**src/rtl/hwloop_pkg.sv**
```systemverilog
package hwloop_pkg;

  typedef enum logic [2:0] {
    OPK_NONE      = 3'd0,
    OPK_START_IMM = 3'd1,
    OPK_END_IMM   = 3'd2,
    OPK_START_REG = 3'd3,
    OPK_END_REG   = 3'd4,
    OPK_COUNT     = 3'd5,
    OPK_CSR_WR    = 3'd6
  } op_kind_e;

  typedef enum logic [2:0] {
    CLS_OTHER  = 3'd0,
    CLS_JUMP   = 3'd1,
    CLS_BRANCH = 3'd2,
    CLS_MRET   = 3'd3,
    CLS_DRET   = 3'd4,
    CLS_WFI    = 3'd5,
    CLS_ECALL  = 3'd6,
    CLS_FENCE  = 3'd7
  } insn_class_e;

  // Every class apart from "other" is a control transfer or system op.
  function automatic logic class_banned(input logic [2:0] cls);
    return cls != CLS_OTHER;
  endfunction

endpackage

```
**src/rtl/hwloop_setup_dec.sv**
```systemverilog
module hwloop_setup_dec
  import hwloop_pkg::*;
#(
  parameter int AW    = 32,
  parameter int IMM_W = 12
) (
  input  logic [2:0]       op_kind,
  input  logic [IMM_W-1:0] op_imm,
  input  logic [AW-1:0]    op_rdata,
  input  logic [AW-1:0]    dec_pc,
  output logic             is_start,
  output logic             is_end,
  output logic             is_count,
  output logic             bad,
  output logic [AW-1:0]    addr
);
  localparam int EXT_W = AW - IMM_W - 2;

  logic [AW-1:0] imm_off;
  logic          reg_form;

  assign imm_off  = {{EXT_W{op_imm[IMM_W-1]}}, op_imm, 2'b00};
  assign reg_form = (op_kind == OPK_START_REG) || (op_kind == OPK_END_REG);

  always_comb begin
    is_start = (op_kind == OPK_START_IMM) || (op_kind == OPK_START_REG);
    is_end   = (op_kind == OPK_END_IMM)   || (op_kind == OPK_END_REG);
    is_count = (op_kind == OPK_COUNT);
    addr     = reg_form ? op_rdata : dec_pc + imm_off;
    bad      = (op_kind == OPK_CSR_WR) || (reg_form && (op_rdata[1:0] != 2'b00));
  end

endmodule

```
**src/rtl/hwloop_level.sv**
```systemverilog
module hwloop_level #(
  parameter int AW = 32,
  parameter int CW = 16
) (
  input  logic          clk,
  input  logic          rst_n,
  input  logic          wr_start,
  input  logic          wr_end,
  input  logic          wr_count,
  input  logic [AW-1:0] wr_addr,
  input  logic [CW-1:0] wr_cnt,
  input  logic          dec_en,
  input  logic [AW-1:0] dec_pc,
  input  logic          fetch_valid,
  input  logic [AW-1:0] fetch_pc,
  output logic [AW-1:0] start_q,
  output logic [AW-1:0] end_q,
  output logic [CW-1:0] count_q,
  output logic          in_body,
  output logic          at_end
);
  logic live;

  assign live    = count_q != '0;
  assign in_body = live && (dec_pc >= start_q) && (dec_pc <= end_q);
  assign at_end  = live && fetch_valid && (fetch_pc == end_q);

  always_ff @(posedge clk) begin
    if (!rst_n) begin
      start_q <= '0;
      end_q   <= '0;
      count_q <= '0;
    end else begin
      if (wr_start) start_q <= wr_addr;
      if (wr_end)   end_q   <= wr_addr;
      if (wr_count)    count_q <= wr_cnt;
      else if (dec_en) count_q <= count_q - CW'(1);
    end
  end

endmodule

```
**src/rtl/hwloop_ctrl.sv**
```systemverilog
module hwloop_ctrl
  import hwloop_pkg::*;
#(
  parameter int N_LOOPS = 2,
  parameter int AW      = 32,
  parameter int CW      = 16,
  parameter int IMM_W   = 12,
  parameter int LIDX_W  = (N_LOOPS > 1) ? $clog2(N_LOOPS) : 1
) (
  input  logic                  clk,
  input  logic                  rst_n,
  input  logic                  dec_valid,
  input  logic [2:0]            op_kind,
  input  logic [LIDX_W-1:0]     op_loop,
  input  logic [IMM_W-1:0]      op_imm,
  input  logic [AW-1:0]         op_rdata,
  input  logic [AW-1:0]         dec_pc,
  input  logic [2:0]            dec_class,
  input  logic                  fetch_valid,
  input  logic [AW-1:0]         fetch_pc,
  output logic [N_LOOPS*AW-1:0] lp_start,
  output logic [N_LOOPS*AW-1:0] lp_end,
  output logic [N_LOOPS*CW-1:0] lp_count,
  output logic                  illegal,
  output logic                  branch_back,
  output logic [AW-1:0]         branch_target
);
  logic               is_start, is_end, is_count, setup_bad, wr_ok;
  logic [AW-1:0]      wr_addr;
  logic [N_LOOPS-1:0] in_body, at_end, dec_en;
  logic [LIDX_W-1:0]  sel;
  logic               hit_any;
  logic [CW-1:0]      sel_count;

  hwloop_setup_dec #(.AW(AW), .IMM_W(IMM_W)) u_dec (
    .op_kind  (op_kind),
    .op_imm   (op_imm),
    .op_rdata (op_rdata),
    .dec_pc   (dec_pc),
    .is_start (is_start),
    .is_end   (is_end),
    .is_count (is_count),
    .bad      (setup_bad),
    .addr     (wr_addr)
  );

  assign illegal = dec_valid && (setup_bad || (class_banned(dec_class) && (|in_body)));
  assign wr_ok   = dec_valid && !illegal;

  for (genvar g = 0; g < N_LOOPS; g++) begin : g_lvl
    logic sel_me;
    assign sel_me = wr_ok && (op_loop == LIDX_W'(g));
    hwloop_level #(.AW(AW), .CW(CW)) u_lvl (
      .clk         (clk),
      .rst_n       (rst_n),
      .wr_start    (sel_me && is_start),
      .wr_end      (sel_me && is_end),
      .wr_count    (sel_me && is_count),
      .wr_addr     (wr_addr),
      .wr_cnt      (op_rdata[CW-1:0]),
      .dec_en      (dec_en[g]),
      .dec_pc      (dec_pc),
      .fetch_valid (fetch_valid),
      .fetch_pc    (fetch_pc),
      .start_q     (lp_start[g*AW +: AW]),
      .end_q       (lp_end[g*AW +: AW]),
      .count_q     (lp_count[g*CW +: CW]),
      .in_body     (in_body[g]),
      .at_end      (at_end[g])
    );
  end

  // Lowest index (innermost loop) wins when several end together.
  always_comb begin
    hit_any = 1'b0;
    sel     = '0;
    for (int i = N_LOOPS - 1; i >= 0; i--) begin
      if (at_end[i]) begin
        hit_any = 1'b1;
        sel     = LIDX_W'(i);
      end
    end
  end

  always_comb begin
    for (int i = 0; i < N_LOOPS; i++) dec_en[i] = hit_any && (sel == LIDX_W'(i));
  end

  assign sel_count     = lp_count[sel*CW +: CW];
  assign branch_back   = hit_any && (sel_count > CW'(1));
  assign branch_target = lp_start[sel*AW +: AW];

endmodule

```
**config.mk**
```make
export PLATFORM = sky130hd
export DESIGN_NAME = hwloop_ctrl
export DESIGN_NICKNAME = d
export VERILOG_FILES = /design/src/rtl/hwloop_pkg.sv /design/src/rtl/hwloop_setup_dec.sv /design/src/rtl/hwloop_level.sv /design/src/rtl/hwloop_ctrl.sv
export SDC_FILE = /design/constraint.sdc
export NUM_CORES = 1
export LEC_CHECK = 0
export ABC_AREA = 1
export BUFFER_PORTS_ARGS = -buffer_cell sky130_fd_sc_hd__buf_2
export CAP_MARGIN = 0
export CORE_MARGIN = 1.5
export CORE_UTILIZATION = 60
export CTS_BUF_LIST = sky130_fd_sc_hd__clkbuf_4 sky130_fd_sc_hd__clkbuf_8 sky130_fd_sc_hd__clkbuf_16
export DETAILED_ROUTE_END_ITERATION = 6
export PLACE_DENSITY = 0.88
export SYNTH_ARGS = -nofsm -noshare
export SYNTH_HDL_FRONTEND = slang
export SYNTH_SLANG_ARGS = --single-unit
```
**constraint.sdc**
```tcl
create_clock -name clk -period 5.3 [get_ports clk]
set_input_delay 1.325 -clock clk [delete_from_list [all_inputs] [get_ports clk]]
set_output_delay 1.325 -clock clk [all_outputs]
set_load 0.005 [all_outputs]
```
==> results.py, run 1 <==
metrics = {
    "pwr": {
        "power_frac_seq_pct": 36.0,
        "leakage_nw": 7.63,
        "clkPwrFrac_pct": 36.6,
        "p_int_mw": 2.24,
        "p_comb_share_pct": 27.4,
        "powerDensity_nw_per_um2": 227,
        "switching_share_pct": 37.0,
        "p_switching_mw": 1.32,
        "peakVddDrop_mv": 0.213,
    },
    "layout": {
        "drive_gt1_share_pct": 16.8,
        "final_cell_count_no_fill": 2673,
        "syn2layout_area_growth_pct": 16.2,
        "fin_util_pct": 71.4,
        "fillers": 1953,
        "nets": 2659,
    },
    "worst_hold_path": {
        "min_path_type": "reg2reg",
        "hold_end": "g_lvl[1].u_lvl.start_q[30]",
        "hp-start": "g_lvl[1].u_lvl.start_q[30]",
        "hold_depth": 2,
    },
    "cts": {
        "clock_latency_ns": 0.44,
        "htreeDepth": 4,
        "post_cts_buffers": 0,
        "clkSlewWorstSetupHoldPaths_ns": 0.07,
        "cts_max_path_buffers": 2,
        "cts-buffers-inserted": 17,
        "tritoncts": "yes",
        "cts_sinks": 160,
        "cts-root-buf": "clkbuf_16",
        "ctsHoldBuffers": 0,
        "cts_resized": 0,
    },
    "setup_path": {
        "reg2regPathDepth": 19,
        "crit_arrival_ns": 3.64,
        "slowest_delay_ns": 0.32,
        "r2r_end": "g_lvl[1].u_lvl.start_q[27]",
        "cp_max_fo": 5,
        "cp-end-kind": "output port",
        "reg2reg_slack_ns": 1.66,
        "path_cells": "buf_2, ha_1, nand2_1, nor2_1, nand3_1, nor2_1, nor2_1, nand2_1, nand2_1, a21oi_1, nand2_1, nand2_2, a21oi_1, nor2_1, buf_2",
        "r2r_start": "g_lvl[0].u_lvl.start_q[13]",
        "worstSetupPathType": "in2out",
        "crit_path_start_kind": "input pin",
        "cp.required_ns": 3.97,
        "cpMaxStageDelayCell": "ha_1",
    },
    "global_routing": {
        "grt_pass1_wl_microns": 78500,
        "antenna_found_initial": 3,
        "use_met1_pct": 55.3,
        "grt_pass1_vias": 14500,
        "grt_most_used_layer": "met2",
        "gr-total-overflow": 0,
        "gr-usage-met3_pct": 8.17,
        "track_usage_pct": 43.0,
        "grt_max_degree": 53,
        "grt_use_met2_pct": 69.5,
    },
    "die": {
        "fp-row-count": 54,
        "start_util_pct": 61.5,
        "core-area_sq_um": 22000,
        "dieArea_sq_um": 23400,
        "die_h_microns": 153,
        "io_pins": 313,
        "die_width_microns": 153,
    },
    "detailed_routing": {
        "wl_microns": 51300,
        "drtPass1Iterations": 7,
        "drt-initial-drc-count": 1835,
        "vias_per_cell": 5.92,
        "drt-wirelength-per-cell_microns": 19.2,
        "vias": 15800,
        "ant_nets": 0,
        "drc_errors": 24,
    },
    "placed_design": {
        "dpl.cell_count": 2640,
        "hpwl_microns": 39700,
        "gp_congestion": 1.03,
        "portBuffers": 312,
    },
    "yosys": {
        "yosys_warnings": 0,
        "ys_seq_area_share_pct": 23.7,
        "synth_edf_count": 0,
        "synth_cells": 2104,
        "synth_top_cell_by_area": "dfxtp_1",
        "ys_types": 50,
        "synth_commonest_cells": "nand2_1 (443), nor2_1 (334), inv_1 (249)",
        "avgSynthCellArea_sq_um": 6.42,
        "ys_ff_latch": 160,
        "synth_nets": 2384,
        "syn-cell-area_sq_um": 13500,
        "ys.flop_type": "dfxtp_1",
        "synth_top_area_share_pct": 23.7,
        "synthArstFlopShare_pct": 0,
        "synth_most_common_cell": "nand2_1",
        "synth_area_leaders": "dfxtp_1 (24%), ha_1 (15%), nand2_1 (12%), nor2_1 (9.3%), inv_1 (6.9%)",
    },
    "sta": {
        "fin_setup_tns_ns": 0,
        "fmax_mhz": 202,
        "finalCritPeriodShare_pct": 93.6,
        "fin_crit_ns": 4.96,
        "worst_slew_pin_slew_ns": 1.06,
        "grt_setup_unrepaired": "false",
        "setup_violations": 0,
        "fin_skew_ns": 0.0144,
        "slew_violations": 0,
        "hold_viol_final": 0,
        "slew_headroom_pct": 28.8,
    },
    "status": {
        "status": "finished, violations left",
        "violations": "DRC",
    },
    "flow_run": {
        "max_cap_violations": 0,
    },
}
[how the worst max path moves through the flow]
stage | slack (ns) | startpoint | endpoint | cells past startpoint
3_5_place_dp | 0.38 | dec_pc[15] | illegal | 15
2_1_floorplan | 1.22 | fetch_pc[29] | branch_target[10] | 10
5_1_grt | 0.24 | dec_pc[15] | illegal | 15
4_1_cts | 0.38 | dec_pc[15] | illegal | 15
6_report | 0.34 | dec_pc[15] | illegal | 15
3_3_place_gp | 0.46 | dec_pc[15] | illegal | 15
[cell families (layout without fill, tap and decap cells)]
logic type               Yosys count  in the layout  share of synthesized area [%]
AO/OA/AOI/OAI                    439            439                           17.7
XOR/XNOR                          50             50                           3.24
adder cells (fa/ha/maj)          161            161                           15.0
buffers and inverters            328            616                           10.4
flip-flops                       160            160                           23.7
multiplexers                       2              2                          0.158
other                              0              1                              0
AND/OR/NAND/NOR                  964            964                           29.8
[sequential cells by signal, summed over array words and instances, names as in the netlist]
register and flops:
g_lvl.u_lvl.end_q 64, g_lvl.u_lvl.start_q 64, g_lvl.u_lvl.count_q 32
[cell type report]
| class | count | area (sq um) | area share (%) |
|---|---|---|---|
| Multi-Input combinational cell | 1616 | 8900 | 56.7 |
| Sequential cell | 160 | 3200 | 20.4 |
| Timing Repair Buffer | 329 | 1690 | 10.8 |
| Inverter | 255 | 962 | 6.13 |
| Clock buffer | 18 | 433 | 2.76 |
| Tap cell | 280 | 350 | 2.23 |
| Clock inverter | 14 | 148 | 0.941 |
| Antenna cell | 1 | 2.50 | 0.0160 |
[worst max-delay path, delay by kind of cell]
kind	cells	cell delay [ns]
compound gates	2	0.34
simple gates	10	1.35
buf+inv	2	0.29
fa+ha+maj	1	0.32
[per-stage QoR]
stage	area (sq um)	hold slack (ns)	worst slack (ns)	power, mW
after detailed placement	15100	0.473	0.384	2.24
after global routing	15700	0.510	0.235	3.69
after CTS	15700	0.485	0.375	3.51
after global placement	15100	0.469	0.462	2.22
after floorplan	13500	0.473	1.22	1.89
final	15700	0.489	0.340	3.56
[power groups by stage]
stage,combinational (mW),clock (mW),sequential (mW)
4_1_cts,0.942,1.28,1.28
6_report,0.975,1.30,1.28
2_1_floorplan,0.588,0,1.30
3_5_place_dp,0.936,0,1.31
5_1_grt,1.06,1.34,1.29
3_3_place_gp,0.912,0,1.31
[per-layer routing]
layer  vias up  routed length [microns]
met5         -                       16
met4         2                     2350
met3       156                     5860
met2       991                    22800
met1      7236                    20300
li1       7431                        -
[layout by cell type (no fill, tap or decap), types with 23 or more instances in the layout]
| cell type | instances |
|---|---|
| buf_2 | 312 |
| dfxtp_1 | 160 |
| ha_1 | 160 |
| xor2_1 | 34 |
| nor2_1 | 334 |
| nand4_1 | 23 |
| o21bai_1 | 34 |
| nand2_1 | 443 |
| o21ai_0 | 143 |
| inv_1 | 249 |
| a21oi_1 | 174 |
| nand3_1 | 96 |
| o21ai_1 | 36 |
Note: power is estimated with default switching activity, not from simulation.
==> run 2, diff against run 1 <==
--- a/config.mk
+++ b/config.mk
@@ -6,13 +6,13 @@
 export NUM_CORES = 1
 export LEC_CHECK = 0
 export ABC_AREA = 1
-export BUFFER_PORTS_ARGS = -buffer_cell sky130_fd_sc_hd__buf_2
 export CAP_MARGIN = 0
 export CORE_MARGIN = 1.5
-export CORE_UTILIZATION = 60
+export CORE_UTILIZATION = 65
 export CTS_BUF_LIST = sky130_fd_sc_hd__clkbuf_4 sky130_fd_sc_hd__clkbuf_8 sky130_fd_sc_hd__clkbuf_16
 export DETAILED_ROUTE_END_ITERATION = 6
-export PLACE_DENSITY = 0.88
+export DONT_BUFFER_PORTS = 1
+export PLACE_DENSITY = 0.81
 export SYNTH_ARGS = -nofsm -noshare
 export SYNTH_HDL_FRONTEND = slang
 export SYNTH_SLANG_ARGS = --single-unit
==> constraint.sdc (replaced) <==
create_clock -name clk -period 5.3 [get_ports clk]
set_input_delay 1.59 -clock clk [delete_from_list [all_inputs] [get_ports clk]]
set_output_delay 1.59 -clock clk [all_outputs]
set_load 0.005 [all_outputs]
==> run 2 against run 1 <==
Routed wire length shrank 5.1%. Global-route usage up 1.3 points. Flip-flop and latch count unchanged. Via count is 9.2% lower. The run still ends with DRC left. Die area decreased by 7.6%. Total power decreased by 4.1%. Sequential power hardly changed. Clock skew down 0.00052 ns. Sequential share of layout area rose by 2.3 points. Fmax decreased by 2.6%. Combinational power is 17% lower.
==> results.py, run 2 (same netlist as run 1, synthesis figures left out) <==
metrics = {
    "sta": {
        "setup_violations": 0,
        "hold_viol_final": 0,
        "slew_headroom_pct": 28.3,
        "worst_slew_pin_slew_ns": 1.07,
        "grt_setup_unrepaired": "false",
        "fin_skew_ns": 0.0138,
        "slew_violations": 0,
        "fin_setup_tns_ns": 0,
        "fmax_mhz": 196,
        "fin_crit_ns": 5.09,
        "finalCritPeriodShare_pct": 96.1,
    },
    "layout": {
        "drive_gt1_share_pct": 4.00,
        "reg.largest.list": "g_lvl.u_lvl.end_q (64), g_lvl.u_lvl.start_q (64), g_lvl.u_lvl.count_q (32)",
        "final_common_cell": "nand2_1",
        "fillers": 1855,
        "final_cell_area_sq_um": 14100,
        "fin_util_pct": 69.4,
        "diodes": 0,
        "nets": 2341,
        "syn2layout_area_growth_pct": 4.35,
        "final_cell_mix": "nand2_1 (443), nor2_1 (334), inv_1 (249)",
    },
    "setup_path": {
        "cp_max_fo": 5,
        "worst-path-buf-inv": 0,
        "critPathLaunch": "dec_pc[15]",
        "reg2reg_slack_ns": 1.76,
        "crit_path_start_kind": "input pin",
        "r2r_end": "g_lvl[0].u_lvl.start_q[5]",
        "cp.required_ns": 3.71,
        "critPathCapture": "illegal",
        "worstSetupPathType": "in2out",
        "crit_arrival_ns": 3.50,
        "cp.depth": 13,
        "cpMaxStageDelayCell": "ha_1",
        "slowest_delay_ns": 0.28,
        "cp-end-kind": "output port",
        "r2r_start": "g_lvl[0].u_lvl.start_q[15]",
        "path_cells": "ha_1, nand2_1, nor2_1, nand3_1, nor2_1, nor2_1, nand2_1, nand2_1, a21oi_1, nand2_1, nand2_2, a21oi_1, nor2_1",
        "path_delay_family": "simple AND/OR/NAND/NOR gates",
        "reg2regPathDepth": 19,
    },
    "pwr": {
        "peakVddDrop_mv": 0.232,
        "power_mw": 3.41,
        "leakage_nw": 6.07,
        "powerDensity_nw_per_um2": 242,
    },
    "placed_design": {
        "gp_congestion": 1.00,
        "hpwl_microns": 37200,
        "portBuffers": 0,
        "place_area_sq_um": 13500,
    },
    "cts": {
        "clkSlewWorstSetupHoldPaths_ns": 0.07,
        "cts_max_path_buffers": 2,
        "cts-root-buf": "clkbuf_16",
        "clock_latency_ns": 0.45,
        "post_cts_buffers": 0,
        "htreeDepth": 4,
        "cts_sinks": 160,
        "cts-buffers-inserted": 17,
        "cts_resized": 0,
        "ctsHoldBuffers": 0,
        "tritoncts": "yes",
    },
    "global_routing": {
        "grt_pass1_vias": 13500,
        "track_usage_pct": 44.2,
        "antenna_found_initial": 0,
        "gr-total-overflow": 0,
        "grt_pass1_wl_microns": 73900,
        "grt_max_degree": 110,
    },
    "worst_hold_path": {
        "hold_depth": 2,
        "min_path_type": "reg2reg",
    },
    "detailed_routing": {
        "drc_errors": 9,
        "drtPass1Iterations": 7,
        "drt-initial-drc-count": 1456,
        "vias_per_cell": 6.13,
        "vias": 14400,
        "ant_nets": 0,
        "wl_microns": 48700,
        "drt-wirelength-per-cell_microns": 20.8,
    },
    "die": {
        "io_pins": 313,
        "start_util_pct": 66.5,
        "fp-row-count": 52,
        "core-area_sq_um": 20300,
        "die_h_microns": 147,
        "die_width_microns": 147,
        "dieArea_sq_um": 21600,
    },
    "status": {
        "status": "finished, violations left",
        "violations": "DRC",
    },
    "flow_run": {
        "max_cap_violations": 0,
    },
}
[run 2: metrics by stage]
step | instances | hold WS (ns) | setup slack, ns
2_1_floorplan | 2104 | 0.473 | 0.695
3_3_place_gp | 2312 | 0.486 | 0.258
3_5_place_dp | 2312 | 0.492 | 0.228
4_1_cts | 2343 | 0.503 | 0.217
5_1_grt | 2343 | 0.516 | 0.102
6_report | 2343 | 0.508 | 0.205
[run 2: routing by layer]
layer  vias to the layer above  global-route usage, %  part of all wire (%)
li1                       6792                      -                     -
met1                      6494                   54.4                    37
met2                       898                   70.8                    44
met3                       177                   13.7                    13
met4                         0                   19.9                   4.8
met5                         -                      0                     0
[run 2: power breakdown]
part | switching, mW | internal (mW)
sequential | 0.0534 | 1.24
combinational | 0.536 | 0.269
clock | 0.607 | 0.712
total | 1.20 | 2.22
[run 2: final cells by class]
class	instances	area [sq um]	area share [%]
Clock inverter	14	175	1.24
Tap cell	270	338	2.40
Sequential cell	160	3200	22.7
Inverter	255	962	6.83
Timing Repair Buffer	11	82.6	0.586
Multi-Input combinational cell	1616	8900	63.2
Clock buffer	17	425	3.02
[run 2: worst register-to-register path, stage by stage, from the launching register on]
cell and delay [ns]:
dfxtp_1 0.40, inv_1 0.09, ha_1 0.30, nand2_1 0.07
nor2_1 0.27, nand3_1 0.16, nor2_1 0.13, nor2_1 0.05
nand2_1 0.22, nand2_1 0.08, a21oi_1 0.14, nand2_1 0.09
nand2_2 0.14, nand2_4 0.08, nand3_4 0.12, nor2_8 0.09
nand2_2 0.09, clkinv_2 0.53, nor2_1 0.33, nor2_1 0.08
[run 2: worst min path at each step]
stage	startpoint	endpoint
CTS	g_lvl[1].u_lvl.start_q[28]	g_lvl[1].u_lvl.start_q[28]
finish	g_lvl[1].u_lvl.start_q[31]	g_lvl[1].u_lvl.start_q[31]
detailed placement	g_lvl[1].u_lvl.start_q[28]	g_lvl[1].u_lvl.start_q[28]
floorplan	g_lvl[1].u_lvl.start_q[27]	g_lvl[1].u_lvl.start_q[27]
global placement	g_lvl[1].u_lvl.start_q[30]	g_lvl[1].u_lvl.start_q[30]
global route	g_lvl[1].u_lvl.start_q[28]	g_lvl[1].u_lvl.start_q[28]
